### src/rtl/lsd_spi_pkg.sv
package lsd_spi_pkg;
   // synchronized level with one-cycle edge pulses
   typedef struct packed {
      logic lvl;
      logic rise;
      logic fall;
   } edge_t;
endpackage

### src/rtl/lsd_edge_sync.sv
module lsd_edge_sync
   import lsd_spi_pkg::*;
#(
   parameter int unsigned STAGES  = 2,
   parameter bit          RST_VAL = 1'b0
)(
   input  logic  clk,
   input  logic  rst_n,
   input  logic  din,
   output edge_t q
);
   initial begin
      if (STAGES < 2) $error("lsd_edge_sync: STAGES must be at least 2");
   end

   logic [STAGES-1:0] chain;
   logic              last_q;

   always_ff @(posedge clk or negedge rst_n) begin
      if (!rst_n) begin
         chain  <= {STAGES{RST_VAL}};
         last_q <= RST_VAL;
      end else begin
         chain  <= {chain[STAGES-2:0], din};
         last_q <= chain[STAGES-1];
      end
   end

   always_comb begin
      q.lvl  = chain[STAGES-1];
      q.rise = chain[STAGES-1] & ~last_q;
      q.fall = ~chain[STAGES-1] & last_q;
   end

   a_edge_excl: assert property (@(posedge clk) disable iff (!rst_n)
      !(q.rise && q.fall));
endmodule

### src/rtl/lsd_frame_shifter.sv
module lsd_frame_shifter
   import lsd_spi_pkg::*;
#(
   parameter int unsigned FRAME_W = 24,
   parameter int unsigned CH      = 16
)(
   input  logic               clk,
   input  logic               rst_n,
   input  edge_t              cs_e,
   input  edge_t              sck_e,
   input  logic               si_s,
   input  logic [CH-1:0]      fault,
   input  logic               ovp,
   output logic               so_dat,
   output logic               so_drv,
   output logic               wr_stb,
   output logic [FRAME_W-1:0] rx_word
);
   localparam int unsigned PAD_W   = FRAME_W - 2 - CH;
   localparam int unsigned CNT_W   = $clog2(FRAME_W + 2);
   localparam int unsigned CNT_MAX = FRAME_W + 1;

   initial begin
      if (FRAME_W < CH + 2) $error("lsd_frame_shifter: frame too short for header");
   end

   logic [FRAME_W-1:0] tx_sr;
   logic [FRAME_W-1:0] rx_sr;
   logic [CNT_W-1:0]   bit_cnt;
   logic [FRAME_W-1:0] snap;
   logic               sel;

   assign sel = ~cs_e.lvl;

   generate
      if (PAD_W > 0) begin : g_pad
         assign snap = {(|fault) | ovp, ovp, {PAD_W{1'b0}}, fault};
      end else begin : g_nopad
         assign snap = {(|fault) | ovp, ovp, fault};
      end
   endgenerate

   always_ff @(posedge clk or negedge rst_n) begin
      if (!rst_n) begin
         tx_sr   <= '0;
         rx_sr   <= '0;
         bit_cnt <= '0;
      end else if (cs_e.fall) begin
         tx_sr   <= snap;
         bit_cnt <= '0;
      end else if (sel) begin
         if (sck_e.rise) tx_sr <= {tx_sr[FRAME_W-2:0], 1'b0};
         if (sck_e.fall) begin
            rx_sr <= {rx_sr[FRAME_W-2:0], si_s};
            if (bit_cnt != CNT_W'(CNT_MAX)) bit_cnt <= bit_cnt + 1'b1;
         end
      end
   end

   assign so_dat  = sel & tx_sr[FRAME_W-1];
   assign so_drv  = sel;
   assign wr_stb  = cs_e.rise && (bit_cnt == CNT_W'(FRAME_W));
   assign rx_word = rx_sr;

   // a rising serial edge advances the reply by one bit
   a_r5_shift_out: assert property (@(posedge clk) disable iff (!rst_n)
      (sel && sck_e.rise && !cs_e.fall) |=> (so_dat == $past(tx_sr[FRAME_W-2])));
   // a falling serial edge captures data in at the bottom
   a_r3_shift_in: assert property (@(posedge clk) disable iff (!rst_n)
      (sel && sck_e.fall && !cs_e.fall) |=> (rx_sr[0] == $past(si_s)));
   // counter never runs past its saturation point
   a_r7_cnt_bound: assert property (@(posedge clk) disable iff (!rst_n)
      bit_cnt <= CNT_W'(CNT_MAX));
   // no capture while deselected
   a_r2_idle_hold: assert property (@(posedge clk) disable iff (!rst_n)
      (!sel && !cs_e.fall) |=> $stable(rx_sr));
endmodule

### src/rtl/lsd_cmd_regs.sv
module lsd_cmd_regs #(
   parameter int unsigned FRAME_W  = 24,
   parameter int unsigned CH       = 16,
   parameter int unsigned OP_W     = 3,
   parameter int unsigned NUM_REGS = 7
)(
   input  logic                   clk,
   input  logic                   rst_n,
   input  logic                   wr_stb,
   input  logic [FRAME_W-1:0]     word,
   output logic [NUM_REGS*CH-1:0] regs_flat
);
   initial begin
      if (NUM_REGS > (1 << OP_W)) $error("lsd_cmd_regs: opcode too narrow");
      if (FRAME_W < OP_W + CH)    $error("lsd_cmd_regs: frame too short");
   end

   logic [OP_W-1:0] opcode;
   logic [CH-1:0]   data;

   assign opcode = word[FRAME_W-1 -: OP_W];
   assign data   = word[CH-1:0];

   for (genvar k = 0; k < NUM_REGS; k++) begin : g_reg
      logic [CH-1:0] r_q;
      always_ff @(posedge clk or negedge rst_n) begin
         if (!rst_n)                                   r_q <= '0;
         else if (wr_stb && (opcode == OP_W'(k)))      r_q <= data;
      end
      assign regs_flat[k*CH +: CH] = r_q;
   end

   // an opcode with no register behind it changes nothing
   a_r8_bad_op: assert property (@(posedge clk) disable iff (!rst_n)
      (wr_stb && (opcode >= OP_W'(NUM_REGS))) |=> $stable(regs_flat));
   // without a strobe the bank holds
   a_r6_hold: assert property (@(posedge clk) disable iff (!rst_n)
      !wr_stb |=> $stable(regs_flat));
endmodule

### src/rtl/lsd_serial_port.sv
module lsd_serial_port
   import lsd_spi_pkg::*;
#(
   parameter int unsigned FRAME_W     = 24,
   parameter int unsigned CH          = 16,
   parameter int unsigned OP_W        = 3,
   parameter int unsigned NUM_REGS    = 7,
   parameter int unsigned SYNC_STAGES = 2
)(
   input  logic                   clk,
   input  logic                   rst_n,
   input  logic                   cs_n,
   input  logic                   sclk,
   input  logic                   si,
   output logic                   so,
   output logic                   so_en,
   input  logic [CH-1:0]          fault_in,
   input  logic                   ovp_in,
   output logic [CH-1:0]          chan_on,
   output logic [NUM_REGS*CH-1:0] ctl_regs
);
   edge_t              cs_e, sck_e, si_e;
   logic               wr_stb;
   logic [FRAME_W-1:0] rx_word;

   lsd_edge_sync #(.STAGES(SYNC_STAGES), .RST_VAL(1'b1)) i_cs_sync (
      .clk(clk), .rst_n(rst_n), .din(cs_n), .q(cs_e));
   lsd_edge_sync #(.STAGES(SYNC_STAGES), .RST_VAL(1'b0)) i_sck_sync (
      .clk(clk), .rst_n(rst_n), .din(sclk), .q(sck_e));
   lsd_edge_sync #(.STAGES(SYNC_STAGES), .RST_VAL(1'b0)) i_si_sync (
      .clk(clk), .rst_n(rst_n), .din(si), .q(si_e));

   lsd_frame_shifter #(.FRAME_W(FRAME_W), .CH(CH)) i_shift (
      .clk(clk), .rst_n(rst_n), .cs_e(cs_e), .sck_e(sck_e), .si_s(si_e.lvl),
      .fault(fault_in), .ovp(ovp_in), .so_dat(so), .so_drv(so_en),
      .wr_stb(wr_stb), .rx_word(rx_word));

   lsd_cmd_regs #(.FRAME_W(FRAME_W), .CH(CH), .OP_W(OP_W), .NUM_REGS(NUM_REGS)) i_regs (
      .clk(clk), .rst_n(rst_n), .wr_stb(wr_stb), .word(rx_word), .regs_flat(ctl_regs));

   assign chan_on = ctl_regs[CH-1:0];

   // a release without a committed frame leaves the registers alone
   a_r7_no_commit: assert property (@(posedge clk) disable iff (!rst_n)
      (cs_e.rise && !wr_stb) |=> $stable(ctl_regs));
   // the output is driven for the whole selected period
   a_r9_drive: assert property (@(posedge clk) disable iff (!rst_n)
      (!cs_e.lvl) |-> so_en);
endmodule

### config.mk
export PLATFORM = sky130hd
export DESIGN_NAME = lsd_serial_port
export DESIGN_NICKNAME = d
export VERILOG_FILES = /design/src/rtl/lsd_spi_pkg.sv /design/src/rtl/lsd_edge_sync.sv /design/src/rtl/lsd_frame_shifter.sv /design/src/rtl/lsd_cmd_regs.sv /design/src/rtl/lsd_serial_port.sv
export SDC_FILE = /design/constraint.sdc
export NUM_CORES = 1
export LEC_CHECK = 0
export BUFFER_PORTS_ARGS = -buffer_cell sky130_fd_sc_hd__buf_2
export CAP_MARGIN = 15
export CORE_MARGIN = 5
export CORE_UTILIZATION = 25
export DETAILED_ROUTE_END_ITERATION = 12
export PLACE_DENSITY_LB_ADDON = 0.12
export REMOVE_ABC_BUFFERS = 1
export SLEW_MARGIN = 20
export SYNTH_ARGS = -nofsm -noshare
export SYNTH_HDL_FRONTEND = slang
export SYNTH_SLANG_ARGS = --single-unit
### constraint.sdc
create_clock -name clk -period 3.26 [get_ports clk]
set_input_delay 0.326 -clock clk [delete_from_list [all_inputs] [get_ports clk]]
set_output_delay 0.326 -clock clk [all_outputs]
set_load 0.01 [all_outputs]
==> flow_results.org <==
** Layout
- Signed area change from the synthesized netlist to the final layout :: 24.5%
- Number of nets in the finished design :: between 600 and 700
- Fraction of layout cells with a size suffix above 1 :: a little over half
- Antenna diode count :: 0
- Once layout is done, the placed cells without fillers occupy around 9000 um^2.
- Once layout is complete, the cells apart from fillers number 1,004.

** STA
- Final clock skew :: 14.5 ps
- Final worst-path cycle share :: 68.1%
- Setup violations remaining at the end of the flow were counted as 0.
- At the pin with the least slew margin, the transition time is around 780 ps.
- The total count of max-transition violations in the final report came to 0.
- Tmin final :: 2220 ps
- Number of hold violations in the final report :: 0
- Setup repair after global routing left no endpoint under its margin.
- Achievable Freq :: 451 MHz
- Headroom to the max-slew limit came out at a little under half.

** Clock tree
- After clock tree synthesis, the clock-pin slew on the worst setup and hold paths is approximately 80 ps.
- Clock tree synthesis selected as its root buffer the cell sky130_fd_sc_hd__clkbuf_16.
- The H-tree generated during clock tree synthesis spans 4 levels.
- Source-to-sink clock delay at the later pin of the worst-skew pair :: roughly 440 ps
- The clock passes through at most 2 buffers.
- TritonCTS clock tree :: yes
- In this run, post-CTS repair resized a total of 0 instances.
- For this design, the sink count on the clock tree is ~170.
- The number of clock buffers added by TritonCTS is 17.
- After clock tree synthesis, the setup repair step added 0 buffers.

** Worst setup path
- Counting buffers and inverters, the worst setup path is 5 cells deep.
- The worst setup path is of the reg2reg kind.
- Counting both buffers and inverters, the worst setup path holds a total of 1.
- Nature of the critical path startpoint :: register
- Largest fanout of any net on the critical path :: 16
- For the worst setup path, the data required time is 3580 ps.
- Slowest cell on the critical path :: sky130_fd_sc_hd__nand3_2
- R2R depth :: 5
- Data arrives at the worst endpoint at 2540 ps.
- Critical Path Max Stage Delay :: approximately 540 ps
- Startpoint of the worst-slack reg-to-reg timing path :: i_shift.bit_cnt[0]
- The endpoint identified for the worst register-to-register timing path is i_regs.g_reg[0].r_q[4].
- The worst setup path is captured at a register.
- Grouping stages by cell kind, the critical path spends the most delay in simple AND/OR/NAND/NOR gates.
- Reg2Reg Setup Slack :: between 1000 and 1500 ps
- Traced cell by cell, the critical path runs through inv_1 -> ha_1 -> and4bb_4 -> nand3_2 -> mux2_2.

** Route
- Drt first-iter violations :: between 150 and 200
- Overall via count from detail_route :: ~4,300
- For this run, design rule violations remaining after detail routing come to 0.
- The detail route stage leaves a number of antenna-violating nets equal to 0.
- Pre-antenna DRT Iters :: 4
- In the routed layout, each cell is associated on average with a via count of 4.25.
- In the final routed layout, each cell accounts on average for approximately 18 um.
- Routed wire length :: between 15,000 and 20,000 um

** Worst hold path
- Worst hold path startpoint :: fault_in[2]
- The path with the worst hold slack has its endpoint at i_shift.tx_sr[2].
- Worst hold path cell count :: 3
- Hold/Removal Path Class :: in2reg

** Global route
- The number of global-route vias before repair was ~4,700.
- Pin count of the biggest net entering global routing :: 79
- For this run the aggregate overflow at the end of global routing stands at 0.
- Global routing consumed, over all layers together, between 10% and 20% of the routing resources.
- Global-route wire length before repair :: 28,800 um
- The number of antenna violations at the first check in global routing came to 0.

** Yosys
- Number of distinct standard cells referenced by the synthesized netlist :: 39
- By count the netlist is led by sky130_fd_sc_hd__dfrtp_1 (170), sky130_fd_sc_hd__mux2_2 (125), sky130_fd_sc_hd__o21ai_0 (24).
- Synth Cell Area :: approximately 7000 um^2
- In the post-synthesis netlist, the biggest area contributors are sky130_fd_sc_hd__dfrtp_1 (60%), sky130_fd_sc_hd__mux2_2 (20%), sky130_fd_sc_hd__mux2i_1 (2.7%), sky130_fd_sc_hd__buf_4 (2.5%), sky130_fd_sc_hd__mux2_1 (1.8%).
- The top cell type by area accounts for 60.5% of the synthesized area.
- Post-synthesis sequential element count :: between 150 and 200
- The most used flip-flop cell after synthesis is sky130_fd_sc_hd__dfrtp_1.
- Sequential element share of the synthesized area :: between 60% and 70%
- The synthesized design contains 0 enable-type register cells.
- Post-Syn Instances :: 470
- Yosys warnings :: 0
- Counting flops with an async set or reset pin after synthesis yields a share of between 90% and 100%.
- Cell with the most instances after synthesis :: sky130_fd_sc_hd__dfrtp_1
- The largest total area in the synthesized netlist belongs to sky130_fd_sc_hd__dfrtp_1.
- A synthesized cell averages between 10 and 15 um^2.

** Outcome
- The flow ran to the end, and the final reports show no timing, DRC or antenna violations.

** Die
- The region available for standard cell placement spans about 28,000 um^2.
- Number of top-level pins :: about 150
- The floorplan step set the die width to 178 um.
- The initial utilization of the core area, before any placement, comes to roughly 25%.
- The die covers 31,600 um^2.
- The die is between 150 and 200 um tall.
- The floorplan has 61 rows.

** Power and ir drop
- Final Total Pwr :: between 4 and 5 mW
- Across the VDD grid, the largest voltage drop is between 0.3 and 0.4 mV.
- Summed over all cells, the static leakage comes to around 4.6 nW.
- Dividing total power by cell area gives a power density of 521 nW/um^2.

** Place
- The wire-length estimate of the detail-placed layout is 11,800 um.
- Area after detailed placement :: a little over 8000 um^2
- The number of placed instances, taps included, is approximately 970.
- At the end of routability-driven placement, the weighted congestion stood at between 0.7 and 0.8.
- Input and output buffers added on the ports amount to 151.

** Flow run
- Maximum Capacitance Violations :: 0
where the power goes:
| group | internal, mW | switching (mW) |
|---|---|---|
| registers | 2.21 | 0.0808 |
| logic | 0.0784 | 0.105 |
| clock network | 1.10 | 0.992 |
worst register-to-register path: stages, from the launching register on:
cell and delay (ps):
sky130_fd_sc_hd__dfrtp_1 430, sky130_fd_sc_hd__inv_1 100, sky130_fd_sc_hd__ha_1 220, sky130_fd_sc_hd__and4bb_4 320, sky130_fd_sc_hd__nand3_2 540, sky130_fd_sc_hd__mux2_2 500
timing repair:
item                                    4_1_cts  5_1_grt
endpoints found under the setup margin        0        0
hold buffers                                  4        0
endpoints found under the hold margin        74        0
flip-flops by register name, summed over array words and instances (netlist names):
name               count
i_shift.bit_cnt        5
i_si_sync.chain        2
i_sck_sync.last_q      1
i_shift.tx_sr         24
i_shift.rx_word       24
i_cs_sync.chain        2
i_cs_sync.last_q       1
i_regs.g.r_q         112
i_sck_sync.chain       2
layer usage:
layer,vias up,GRT usage (%),routed length [um]
met3,13,3.83,1030
met5,-,0,0
met2,110,18.4,8290
met1,2204,16.4,8570
met4,0,2.71,140
li1,1935,-,-
how the worst max path moves through the flow:
| stage | endpoint | startpoint |
|---|---|---|
| floorplan | i_shift.tx_sr[10] | i_cs_sync.chain[1] |
| global placement | i_regs.g_reg[0].r_q[10] | i_cs_sync.chain[1] |
| detailed placement | i_regs.g_reg[0].r_q[11] | i_shift.bit_cnt[0] |
| CTS | i_regs.g_reg[0].r_q[4] | i_shift.bit_cnt[0] |
| global route | i_regs.g_reg[0].r_q[8] | i_shift.bit_cnt[0] |
| finish | i_regs.g_reg[0].r_q[4] | i_shift.bit_cnt[0] |
cell families (layout without fill, tap and decap cells):
family          Yosys count  after routing  share of synthesized area, %
buf+inv                  43            199                          3.98
fa+ha+maj                 3              3                         0.534
mux                     155            155                          24.5
simple gates             64             64                          7.04
flops                   173            173                          61.6
compound gates           32             32                          2.37
layout by cell type, fill, tap and decap left out, drive strengths merged:
master         n
mux2         136
nand4b         4
o21ai         24
nor4b          1
and3b          1
a211o          1
nor4           6
bufinv         1
nand4          1
and4bb         1
buf          159
nand4bb        2
nor2           6
a21oi          6
ha             3
clkinvlp       1
clkbuf        17
dfstp          3
mux2i         19
inv           13
or3            2
dfrtp        170
nor3b          3
nand2         23
and4           1
and4b          1
dlygate4sd3    4
a22oi          1
or3b           1
nand3b         4
clkinv         4
or4            1
nand3          3
nand2b         1
nor2b          2
stage by stage:
| stage | util (%) | worst slack [ps] | hold WS [ps] | TNS (ps) |
|---|---|---|---|---|
| after detailed placement | 29.2 | 989 | 342 | 0 |
| after floorplan | - | -166 | 30.4 | -3560 |
| after global placement | 29.2 | 1000 | 341 | 0 |
| final | 31.5 | 1040 | 122 | 0 |
| after global routing | 31.5 | 903 | 121 | 0 |
| after CTS | 31.5 | 988 | 102 | 0 |
layout make-up:
type | count | area, um^2
clock buffer | 17 | 425
clock inverter | 14 | 170
fill | 2867 | 19000
inverter | 5 | 18.8
multi-input combinational | 254 | 2430
sequential | 173 | 4330
tap | 378 | 473
timing repair buffer | 163 | 912
No activity file was read; power rests on OpenSTA's default activity.
